===== src/rtl/xlat_pkg.sv =====
package xlat_pkg;
  localparam int ATTR_W = 3;

  typedef enum logic [1:0] {
    KIND_LOAD  = 2'd0,
    KIND_STORE = 2'd1,
    KIND_FETCH = 2'd2,
    KIND_RSVD  = 2'd3
  } kind_e;

  typedef enum logic [1:0] {
    CAUSE_NONE = 2'd0,
    CAUSE_MISS = 2'd1,
    CAUSE_PERM = 2'd2,
    CAUSE_KEY  = 2'd3
  } cause_e;

  typedef struct packed {
    logic exec;
    logic sup_wr;
    logic usr_wr;
    logic usr_rd;
  } perm_t;
endpackage


===== src/rtl/xlat_blk_array.sv =====
module xlat_blk_array
  import xlat_pkg::*;
#(
  parameter int VPN_W = 40,
  parameter int PPN_W = 20,
  parameter int N     = 4,
  parameter int IW    = 2
) (
  input  logic               clk,
  input  logic               rst_n,
  input  logic               wr_en,
  input  logic [IW-1:0]      wr_idx,
  input  logic               wr_vld,
  input  logic [VPN_W-1:0]   wr_vpn,
  input  logic [PPN_W-1:0]   wr_mask,
  input  logic [PPN_W-1:0]   wr_ppn,
  input  perm_t              wr_perm,
  input  logic [ATTR_W-1:0]  wr_attr,
  input  logic               wr_key,
  input  logic [VPN_W-1:0]   lk_vpn,
  output logic               hit,
  output logic [PPN_W-1:0]   hit_ppn,
  output perm_t              hit_perm,
  output logic [ATTR_W-1:0]  hit_attr,
  output logic               hit_key
);
  logic [N-1:0]        vld_q, vld_d;
  logic [VPN_W-1:0]    vpn_q  [N];
  logic [VPN_W-1:0]    vpn_d  [N];
  logic [PPN_W-1:0]    mask_q [N];
  logic [PPN_W-1:0]    mask_d [N];
  logic [PPN_W-1:0]    ppn_q  [N];
  logic [PPN_W-1:0]    ppn_d  [N];
  perm_t               perm_q [N];
  perm_t               perm_d [N];
  logic [ATTR_W-1:0]   attr_q [N];
  logic [ATTR_W-1:0]   attr_d [N];
  logic [N-1:0]        key_q, key_d;

  // next state
  always_comb begin
    vld_d  = vld_q;
    vpn_d  = vpn_q;
    mask_d = mask_q;
    ppn_d  = ppn_q;
    perm_d = perm_q;
    attr_d = attr_q;
    key_d  = key_q;
    if (wr_en) begin
      vld_d[wr_idx]  = wr_vld;
      vpn_d[wr_idx]  = wr_vpn;
      mask_d[wr_idx] = wr_mask;
      ppn_d[wr_idx]  = wr_ppn;
      perm_d[wr_idx] = wr_perm;
      attr_d[wr_idx] = wr_attr;
      key_d[wr_idx]  = wr_key;
    end
  end

  // registers
  always_ff @(posedge clk or negedge rst_n) begin
    if (!rst_n) begin
      vld_q <= '0;
      key_q <= '0;
      for (int i = 0; i < N; i++) begin
        vpn_q[i]  <= '0;
        mask_q[i] <= '0;
        ppn_q[i]  <= '0;
        perm_q[i] <= '0;
        attr_q[i] <= '0;
      end
    end else if (wr_en) begin
      vld_q  <= vld_d;
      key_q  <= key_d;
      vpn_q  <= vpn_d;
      mask_q <= mask_d;
      ppn_q  <= ppn_d;
      perm_q <= perm_d;
      attr_q <= attr_d;
    end
  end

  // per-entry masked compare
  logic [N-1:0] match;
  for (genvar g = 0; g < N; g++) begin : g_match
    logic [VPN_W-1:0] care;
    assign care     = ~{{(VPN_W-PPN_W){1'b0}}, mask_q[g]};
    assign match[g] = vld_q[g] && (((lk_vpn ^ vpn_q[g]) & care) == '0);
  end

  // lowest index wins
  logic [IW-1:0] sel;
  always_comb begin
    hit = 1'b0;
    sel = '0;
    for (int i = N-1; i >= 0; i--) begin
      if (match[i]) begin
        hit = 1'b1;
        sel = IW'(i);
      end
    end
  end

  assign hit_ppn  = (ppn_q[sel] & ~mask_q[sel]) | (lk_vpn[PPN_W-1:0] & mask_q[sel]);
  assign hit_perm = perm_q[sel];
  assign hit_attr = attr_q[sel];
  assign hit_key  = key_q[sel];
endmodule


===== src/rtl/xlat_pg_array.sv =====
module xlat_pg_array
  import xlat_pkg::*;
#(
  parameter int VPN_W = 40,
  parameter int PPN_W = 20,
  parameter int N     = 8,
  parameter int IW    = 3
) (
  input  logic               clk,
  input  logic               rst_n,
  input  logic               wr_en,
  input  logic [IW-1:0]      wr_idx,
  input  logic               wr_vld,
  input  logic [VPN_W-1:0]   wr_vpn,
  input  logic [PPN_W-1:0]   wr_ppn,
  input  perm_t              wr_perm,
  input  logic [ATTR_W-1:0]  wr_attr,
  input  logic               wr_key,
  input  logic               upd_en,
  input  logic [IW-1:0]      upd_idx,
  input  logic               upd_store,
  input  logic [VPN_W-1:0]   lk_vpn,
  output logic               hit,
  output logic [IW-1:0]      hit_idx,
  output logic [PPN_W-1:0]   hit_ppn,
  output perm_t              hit_perm,
  output logic [ATTR_W-1:0]  hit_attr,
  output logic               hit_key,
  output logic               hit_ref,
  output logic               hit_chg
);
  logic [N-1:0]        vld_q, vld_d;
  logic [N-1:0]        ref_q, ref_d;
  logic [N-1:0]        chg_q, chg_d;
  logic [N-1:0]        key_q, key_d;
  logic [VPN_W-1:0]    vpn_q  [N];
  logic [VPN_W-1:0]    vpn_d  [N];
  logic [PPN_W-1:0]    ppn_q  [N];
  logic [PPN_W-1:0]    ppn_d  [N];
  perm_t               perm_q [N];
  perm_t               perm_d [N];
  logic [ATTR_W-1:0]   attr_q [N];
  logic [ATTR_W-1:0]   attr_d [N];

  // next state: status update first, a write to the same entry overrides it
  always_comb begin
    vld_d  = vld_q;
    ref_d  = ref_q;
    chg_d  = chg_q;
    key_d  = key_q;
    vpn_d  = vpn_q;
    ppn_d  = ppn_q;
    perm_d = perm_q;
    attr_d = attr_q;
    if (upd_en) begin
      ref_d[upd_idx] = 1'b1;
      if (upd_store) chg_d[upd_idx] = 1'b1;
    end
    if (wr_en) begin
      vld_d[wr_idx]  = wr_vld;
      ref_d[wr_idx]  = 1'b0;
      chg_d[wr_idx]  = 1'b0;
      key_d[wr_idx]  = wr_key;
      vpn_d[wr_idx]  = wr_vpn;
      ppn_d[wr_idx]  = wr_ppn;
      perm_d[wr_idx] = wr_perm;
      attr_d[wr_idx] = wr_attr;
    end
  end

  // status registers
  always_ff @(posedge clk or negedge rst_n) begin
    if (!rst_n) begin
      vld_q <= '0;
      ref_q <= '0;
      chg_q <= '0;
    end else if (wr_en || upd_en) begin
      vld_q <= vld_d;
      ref_q <= ref_d;
      chg_q <= chg_d;
    end
  end

  // entry data registers
  always_ff @(posedge clk or negedge rst_n) begin
    if (!rst_n) begin
      key_q <= '0;
      for (int i = 0; i < N; i++) begin
        vpn_q[i]  <= '0;
        ppn_q[i]  <= '0;
        perm_q[i] <= '0;
        attr_q[i] <= '0;
      end
    end else if (wr_en) begin
      key_q  <= key_d;
      vpn_q  <= vpn_d;
      ppn_q  <= ppn_d;
      perm_q <= perm_d;
      attr_q <= attr_d;
    end
  end

  logic [N-1:0] match;
  for (genvar g = 0; g < N; g++) begin : g_match
    assign match[g] = vld_q[g] && (lk_vpn == vpn_q[g]);
  end

  always_comb begin
    hit     = 1'b0;
    hit_idx = '0;
    for (int i = N-1; i >= 0; i--) begin
      if (match[i]) begin
        hit     = 1'b1;
        hit_idx = IW'(i);
      end
    end
  end

  assign hit_ppn  = ppn_q[hit_idx];
  assign hit_perm = perm_q[hit_idx];
  assign hit_attr = attr_q[hit_idx];
  assign hit_key  = key_q[hit_idx];
  assign hit_ref  = ref_q[hit_idx];
  assign hit_chg  = chg_q[hit_idx];
endmodule


===== src/rtl/xlat_perm_check.sv =====
module xlat_perm_check
  import xlat_pkg::*;
(
  input  logic   priv,
  input  kind_e  kind,
  input  perm_t  perm,
  input  logic   key,
  output cause_e cause
);
  logic allowed;

  always_comb begin
    unique case (kind)
      KIND_STORE: allowed = priv ? perm.sup_wr : perm.usr_wr;
      KIND_FETCH: allowed = perm.exec && (priv || perm.usr_rd);
      default:    allowed = priv || perm.usr_rd;
    endcase
  end

  always_comb begin
    if (key && !priv)  cause = CAUSE_KEY;
    else if (!allowed) cause = CAUSE_PERM;
    else               cause = CAUSE_NONE;
  end
endmodule


===== src/rtl/xlat_unit.sv =====
module xlat_unit
  import xlat_pkg::*;
#(
  parameter  int VA_W  = 52,
  parameter  int PA_W  = 32,
  parameter  int OFS_W = 12,
  parameter  int NBLK  = 4,
  parameter  int NPG   = 8,
  localparam int VPN_W = VA_W - OFS_W,
  localparam int PPN_W = PA_W - OFS_W,
  localparam int BIW   = (NBLK > 1) ? $clog2(NBLK) : 1,
  localparam int PIW   = (NPG  > 1) ? $clog2(NPG)  : 1,
  localparam int IW    = (BIW > PIW) ? BIW : PIW
) (
  input  logic              clk,
  input  logic              rst_n,
  input  logic              req_vld,
  input  logic [VA_W-1:0]   req_va,
  input  logic              req_priv,
  input  logic [1:0]        req_kind,
  input  logic              wr_en,
  input  logic              wr_page,
  input  logic [IW-1:0]     wr_idx,
  input  logic              wr_vld,
  input  logic [VPN_W-1:0]  wr_vpn,
  input  logic [PPN_W-1:0]  wr_mask,
  input  logic [PPN_W-1:0]  wr_ppn,
  input  logic [3:0]        wr_perm,
  input  logic [2:0]        wr_attr,
  input  logic              wr_key,
  output logic              res_vld,
  output logic [PA_W-1:0]   res_pa,
  output logic [2:0]        res_attr,
  output logic              res_hit,
  output logic [1:0]        res_cause,
  output logic              res_ref,
  output logic              res_chg
);
  // reset: asserted asynchronously, released on the clock
  logic rst_s1, rst_s;
  always_ff @(posedge clk or negedge rst_n) begin
    if (!rst_n) begin
      rst_s1 <= 1'b0;
      rst_s  <= 1'b0;
    end else begin
      rst_s1 <= 1'b1;
      rst_s  <= rst_s1;
    end
  end

  logic [VPN_W-1:0] lk_vpn;
  logic [OFS_W-1:0] lk_ofs;
  kind_e            kind;
  assign lk_vpn = req_va[VA_W-1:OFS_W];
  assign lk_ofs = req_va[OFS_W-1:0];
  assign kind   = kind_e'(req_kind);

  logic blk_wr, pg_wr;
  assign blk_wr = wr_en && !wr_page && (int'(wr_idx) < NBLK);
  assign pg_wr  = wr_en &&  wr_page && (int'(wr_idx) < NPG);

  logic              b_hit, b_key;
  logic [PPN_W-1:0]  b_ppn;
  perm_t             b_perm;
  logic [2:0]        b_attr;

  xlat_blk_array #(.VPN_W(VPN_W), .PPN_W(PPN_W), .N(NBLK), .IW(BIW)) u_blk (
    .clk(clk), .rst_n(rst_s),
    .wr_en(blk_wr), .wr_idx(wr_idx[BIW-1:0]), .wr_vld(wr_vld), .wr_vpn(wr_vpn),
    .wr_mask(wr_mask), .wr_ppn(wr_ppn), .wr_perm(perm_t'(wr_perm)),
    .wr_attr(wr_attr), .wr_key(wr_key),
    .lk_vpn(lk_vpn),
    .hit(b_hit), .hit_ppn(b_ppn), .hit_perm(b_perm), .hit_attr(b_attr), .hit_key(b_key)
  );

  logic              p_hit, p_key, p_ref, p_chg;
  logic [PIW-1:0]    p_idx;
  logic [PPN_W-1:0]  p_ppn;
  perm_t             p_perm;
  logic [2:0]        p_attr;
  logic              upd_en, upd_store;

  xlat_pg_array #(.VPN_W(VPN_W), .PPN_W(PPN_W), .N(NPG), .IW(PIW)) u_pg (
    .clk(clk), .rst_n(rst_s),
    .wr_en(pg_wr), .wr_idx(wr_idx[PIW-1:0]), .wr_vld(wr_vld), .wr_vpn(wr_vpn),
    .wr_ppn(wr_ppn), .wr_perm(perm_t'(wr_perm)), .wr_attr(wr_attr), .wr_key(wr_key),
    .upd_en(upd_en), .upd_idx(p_idx), .upd_store(upd_store),
    .lk_vpn(lk_vpn),
    .hit(p_hit), .hit_idx(p_idx), .hit_ppn(p_ppn), .hit_perm(p_perm),
    .hit_attr(p_attr), .hit_key(p_key), .hit_ref(p_ref), .hit_chg(p_chg)
  );

  // block bank has priority
  logic              pg_sel;
  logic [PPN_W-1:0]  sel_ppn;
  perm_t             sel_perm;
  logic [2:0]        sel_attr;
  logic              sel_key;
  always_comb begin
    pg_sel = !b_hit && p_hit;
    if (b_hit) begin
      sel_ppn  = b_ppn;
      sel_perm = b_perm;
      sel_attr = b_attr;
      sel_key  = b_key;
    end else begin
      sel_ppn  = p_ppn;
      sel_perm = p_perm;
      sel_attr = p_attr;
      sel_key  = p_key;
    end
  end

  cause_e chk_cause;
  xlat_perm_check u_chk_perm (
    .priv(req_priv), .kind(kind), .perm(sel_perm), .key(sel_key), .cause(chk_cause)
  );

  cause_e            cause_d;
  logic [PA_W-1:0]   pa_d;
  logic [2:0]        attr_d;
  logic              ref_d, chg_d;
  always_comb begin
    cause_d   = (b_hit || p_hit) ? chk_cause : CAUSE_MISS;
    upd_en    = req_vld && pg_sel && (chk_cause == CAUSE_NONE);
    upd_store = (kind == KIND_STORE);
    pa_d      = '0;
    attr_d    = '0;
    ref_d     = 1'b0;
    chg_d     = 1'b0;
    if (cause_d == CAUSE_NONE) begin
      pa_d   = {sel_ppn, lk_ofs};
      attr_d = sel_attr;
    end
    if (pg_sel) begin
      if (chk_cause == CAUSE_NONE) begin
        ref_d = 1'b1;
        chg_d = p_chg || upd_store;
      end else begin
        ref_d = p_ref;
        chg_d = p_chg;
      end
    end
  end

  // result registers
  always_ff @(posedge clk or negedge rst_s) begin
    if (!rst_s) begin
      res_vld <= 1'b0;
    end else begin
      res_vld <= req_vld;
    end
  end

  cause_e cause_q;
  always_ff @(posedge clk or negedge rst_s) begin
    if (!rst_s) begin
      res_pa   <= '0;
      res_attr <= '0;
      cause_q  <= CAUSE_NONE;
      res_ref  <= 1'b0;
      res_chg  <= 1'b0;
      res_hit  <= 1'b0;
    end else if (req_vld) begin
      res_pa   <= pa_d;
      res_attr <= attr_d;
      cause_q  <= cause_d;
      res_ref  <= ref_d;
      res_chg  <= chg_d;
      res_hit  <= (cause_d == CAUSE_NONE);
    end
  end
  assign res_cause = cause_q;
endmodule


===== config.mk =====
export PLATFORM = sky130hd
export DESIGN_NAME = xlat_unit
export DESIGN_NICKNAME = d
export VERILOG_FILES = /design/src/rtl/xlat_pkg.sv /design/src/rtl/xlat_blk_array.sv /design/src/rtl/xlat_pg_array.sv /design/src/rtl/xlat_perm_check.sv /design/src/rtl/xlat_unit.sv
export SDC_FILE = /design/constraint.sdc
export NUM_CORES = 2
export LEC_CHECK = 0
export ABC_AREA = 0
export CAP_MARGIN = 20
export CORE_ASPECT_RATIO = 0.75
export CORE_MARGIN = 3
export CORE_UTILIZATION = 62
export CTS_CLUSTER_DIAMETER = 150
export DETAILED_ROUTE_END_ITERATION = 12
export PLACE_DENSITY = 0.79
export RECOVER_POWER = 100
export SYNTH_ARGS = -nofsm -noshare
export SYNTH_HDL_FRONTEND = slang
export SYNTH_SLANG_ARGS = --single-unit

===== constraint.sdc =====
create_clock -name clk -period 38.1 [get_ports clk]
set_input_delay 7.62 -clock clk [delete_from_list [all_inputs] [get_ports clk]]
set_output_delay 7.62 -clock clk [all_outputs]
set_load 0.02 [all_outputs]

==> results.toml <==
[final_layout]
nets = 4769
area_growth_pct = 11.4
fin_cells = 5732
fin_area_mm2 = 0.0540
drive_gt1_frac = 0.193
final_core_util = 0.699

[sta]
max_clock_freq_ghz = 0.0560
fin_worst_skew_ps = 26.2
slew_headroom = -5.13
setup_viol = 0
fin_ws_ps = 20230
rsz0062_at_grt = "false"
worst_slew_pin_slew_ps = 9200
setup_tns_ps = 0
slew_viol_final = 2133
hold_violations = 0
min_period_over_period = 0.469
final.min_clock_period_ps = 17870

[logic_synthesis]
synth_compound_area_frac = 0.0706
synthAdderAreaFrac = 0.000517
syn_inst = 4563
yosysUniqueCellTypes = 97
synth-xor-area-share = 0.0850
synth_edf_count = 0
synth_top_family_by_area = "simple AND/OR/NAND/NOR gates"
yosysMostFrequentCell = "dfrtp_1"
postSynthAreaPerCell_um2 = 10.6
yosysWarningCount = 0
syn_nets = 4717
yosysTopAreaCell = "dfrtp_1"
async_flop_share = 1.00
synth_commonest_cells = "967 x dfrtp_1, 905 x nand2_1, 629 x mux2_2, 461 x xnor2_1, 213 x clkbuf_1"
ys_seq_area_frac = 0.499
yosys.area.top_type_share = 0.499
muxShareOfSynthArea = 0.151
synth_area_leaders = "dfrtp_1 50%, mux2_2 15%, xnor2_1 8.3%"
synth-simple-area-share = 0.154
synthFlopType = "dfrtp_1"
synth-seq-cells = 967
syn-cell-area_mm2 = 0.0484

[route]
drtPass1Iterations = 6
drt_iter0_drc = 5772
routed_wl_mm = 179
drc = 0
via_count = 38900
wl_per_cell_um = 31.3
postRouteAntennaNets = 0
routed_via_density = 6.79

[global_routing]
grt_max_degree = 173
track_usage = 0.434
antenna_found_initial = 14
grt-ovfl-total = 0
grt_pass1_wl_mm = 256
grt_pass1_vias = 36600

[placed_design]
dp_cells = 5549
hpwlAfterDp_mm = 122
place_area_mm2 = 0.0509
post-place-ws_ps = 24110
place.gp.congestion = 1.02
port_buffers = 192

[die]
start_util = 0.628
die_w_um = 329
die_height_um = 248
dieArea_mm2 = 0.0816
core-area_mm2 = 0.0772
io_pins = 193
rows = 88

[cts]
cts_resized = 0
cts_tree = "yes"
clkTransAtPathRegs_ps = 60
cts_buffer_depth = 3
cts.sinks = 967
clockRootBuffer = "clkbuf_16"
cts_hold_buf = 0
cts_buffers = 93
postCtsSetupBuffers = 0
clkLatencyLatePin_ps = 690
cts_max_level = 3

[critical_path]
r2r_start = "rst_s"
timing.rr.end = "u_pg.vpn_q[84]"
cp-start-kind = "input port"
worst_ep_required_time_ps = 38520
cp_max_fo = 46
arrival_ps = 18290
cp-end-kind = "flop"
reg2reg_slack_ps = 20630
crit_type = "in2reg"
r2r_cells = 4

[pwr]
p_leak_uw = 0.0232
power_density_mw_per_mm2 = 57.3
vdd_drop_max_mv = 0.0535

[min_path]
hold_class = "reg2reg"
min_from = "rst_s1"
worstHoldEndpoint = "rst_s"
min_path_cells = 0

[run_status]
status = "finished, violations left"
violations = "capacitance limit, slew limit"

[run]
maxCapViolations = 35
-- per-stage QoR --
stage	power, µW	hold WS [ps]
global placement	2040	335
floorplan	1840	331
global route	3190	357
finish	3090	353
CTS	3060	354
detailed placement	2070	339
-- cell usage in the layout (no fill, tap or decap), drive strengths merged, types with 10 or more instances in the layout --
cell type,instances
buf,65
nand2b,70
o21a,12
o31ai,41
o2111ai,10
inv,77
nor3,80
nor4,70
nor2,85
mux2,630
nor2b,10
clkdlybuf4s50,144
o211ai,21
mux2i,15
bufinv,11
nand4,203
o21ai,105
a2111oi,16
o22ai,98
xnor2,466
or3,12
clkbuf,170
dlygate4sd3,47
dfrtp,967
o22a,12
nand3,68
nand3b,16
clkinv,17
nand2,906
o221ai,12
nor3b,34
a31oi,26
a21oi,53
-- power by group --
part	total, µW	internal, µW	leakage, µW	switching (µW)
combinational	650	298	0.00951	352
clock	1000	584	0.00162	420
sequential	1440	1240	0.0121	192
-- metal layers --
metal	global-route usage	vias up	share of wire
met3	0.181	487	0.17
met2	0.588	2913	0.40
met4	0.153	4	0.044
met5	0	-	0.00015
met1	0.626	19500	0.39
li1	-	16000	-
-- critical path, cell delays in order --
cell,delay (ps)
dlygate4sd3_1,1240
xnor2_1,250
nand4_1,140
nor4_1,790
nand4_1,730
o211ai_1,560
and2_0,1850
o21ai_0,1720
mux2i_1,570
o21ai_0,230
a2bb2oi_4,170
clkbuf_1,1980
o21ai_0,360
-- state kept, by name, summed over array words and instances, names as in the netlist, 2 cells and up --
name / flops
u_pg.attr_q: 24
u_pg.ppn_q: 160
res_attr: 3
u_pg.vpn_q: 320
u_blk.attr_q: 12
u_blk.vpn_q: 160
u_blk.key_q: 4
u_blk.mask_q: 80
u_pg.key_q: 8
res_cause: 2
res_pa: 32
u_blk.perm_q: 16
u_blk.ppn_q: 80
u_pg.perm_q: 32
u_pg.ref_q: 8
u_blk.vld_q: 4
u_pg.vld_q: 8
u_pg.chg_q: 8
-- final cells by class --
cell class / count / area [µm²]
sequential: 967 / 24200
fill: 5644 / 23200
multi-input combinational: 3191 / 22400
clock buffer: 138 / 2800
timing repair buffer: 288 / 2550
tap: 1035 / 1290
clock inverter: 32 / 464
inverter: 74 / 278
antenna: 7 / 17.5
-- worst max-delay path by stage --
stage | startpoint | end | slack [ps] | depth (start not counted)
2_1_floorplan | rst_s | res_attr[0] | 9150 | 0
3_3_place_gp | req_va[32] | res_pa[20] | 24260 | 13
3_5_place_dp | req_va[32] | res_pa[27] | 24110 | 13
4_1_cts | req_va[32] | res_pa[27] | 24770 | 13
5_1_grt | rst_s | u_pg.vpn_q[280] | 17760 | 4
6_report | req_va[50] | u_pg.ref_q[2] | 20230 | 13
-- cells by family after synthesis --
| kind of cell | count (synthesis) |
|---|---|
| flip-flops | 967 |
| buffers and inverters | 405 |
| AND/OR/NAND/NOR | 1592 |
| multiplexers | 649 |
| other | 1 |
| adder cells (fa/ha/maj) | 2 |
| XOR/XNOR | 466 |
| AO/OA/AOI/OAI | 481 |
Note: power is estimated with default switching activity, not from simulation.
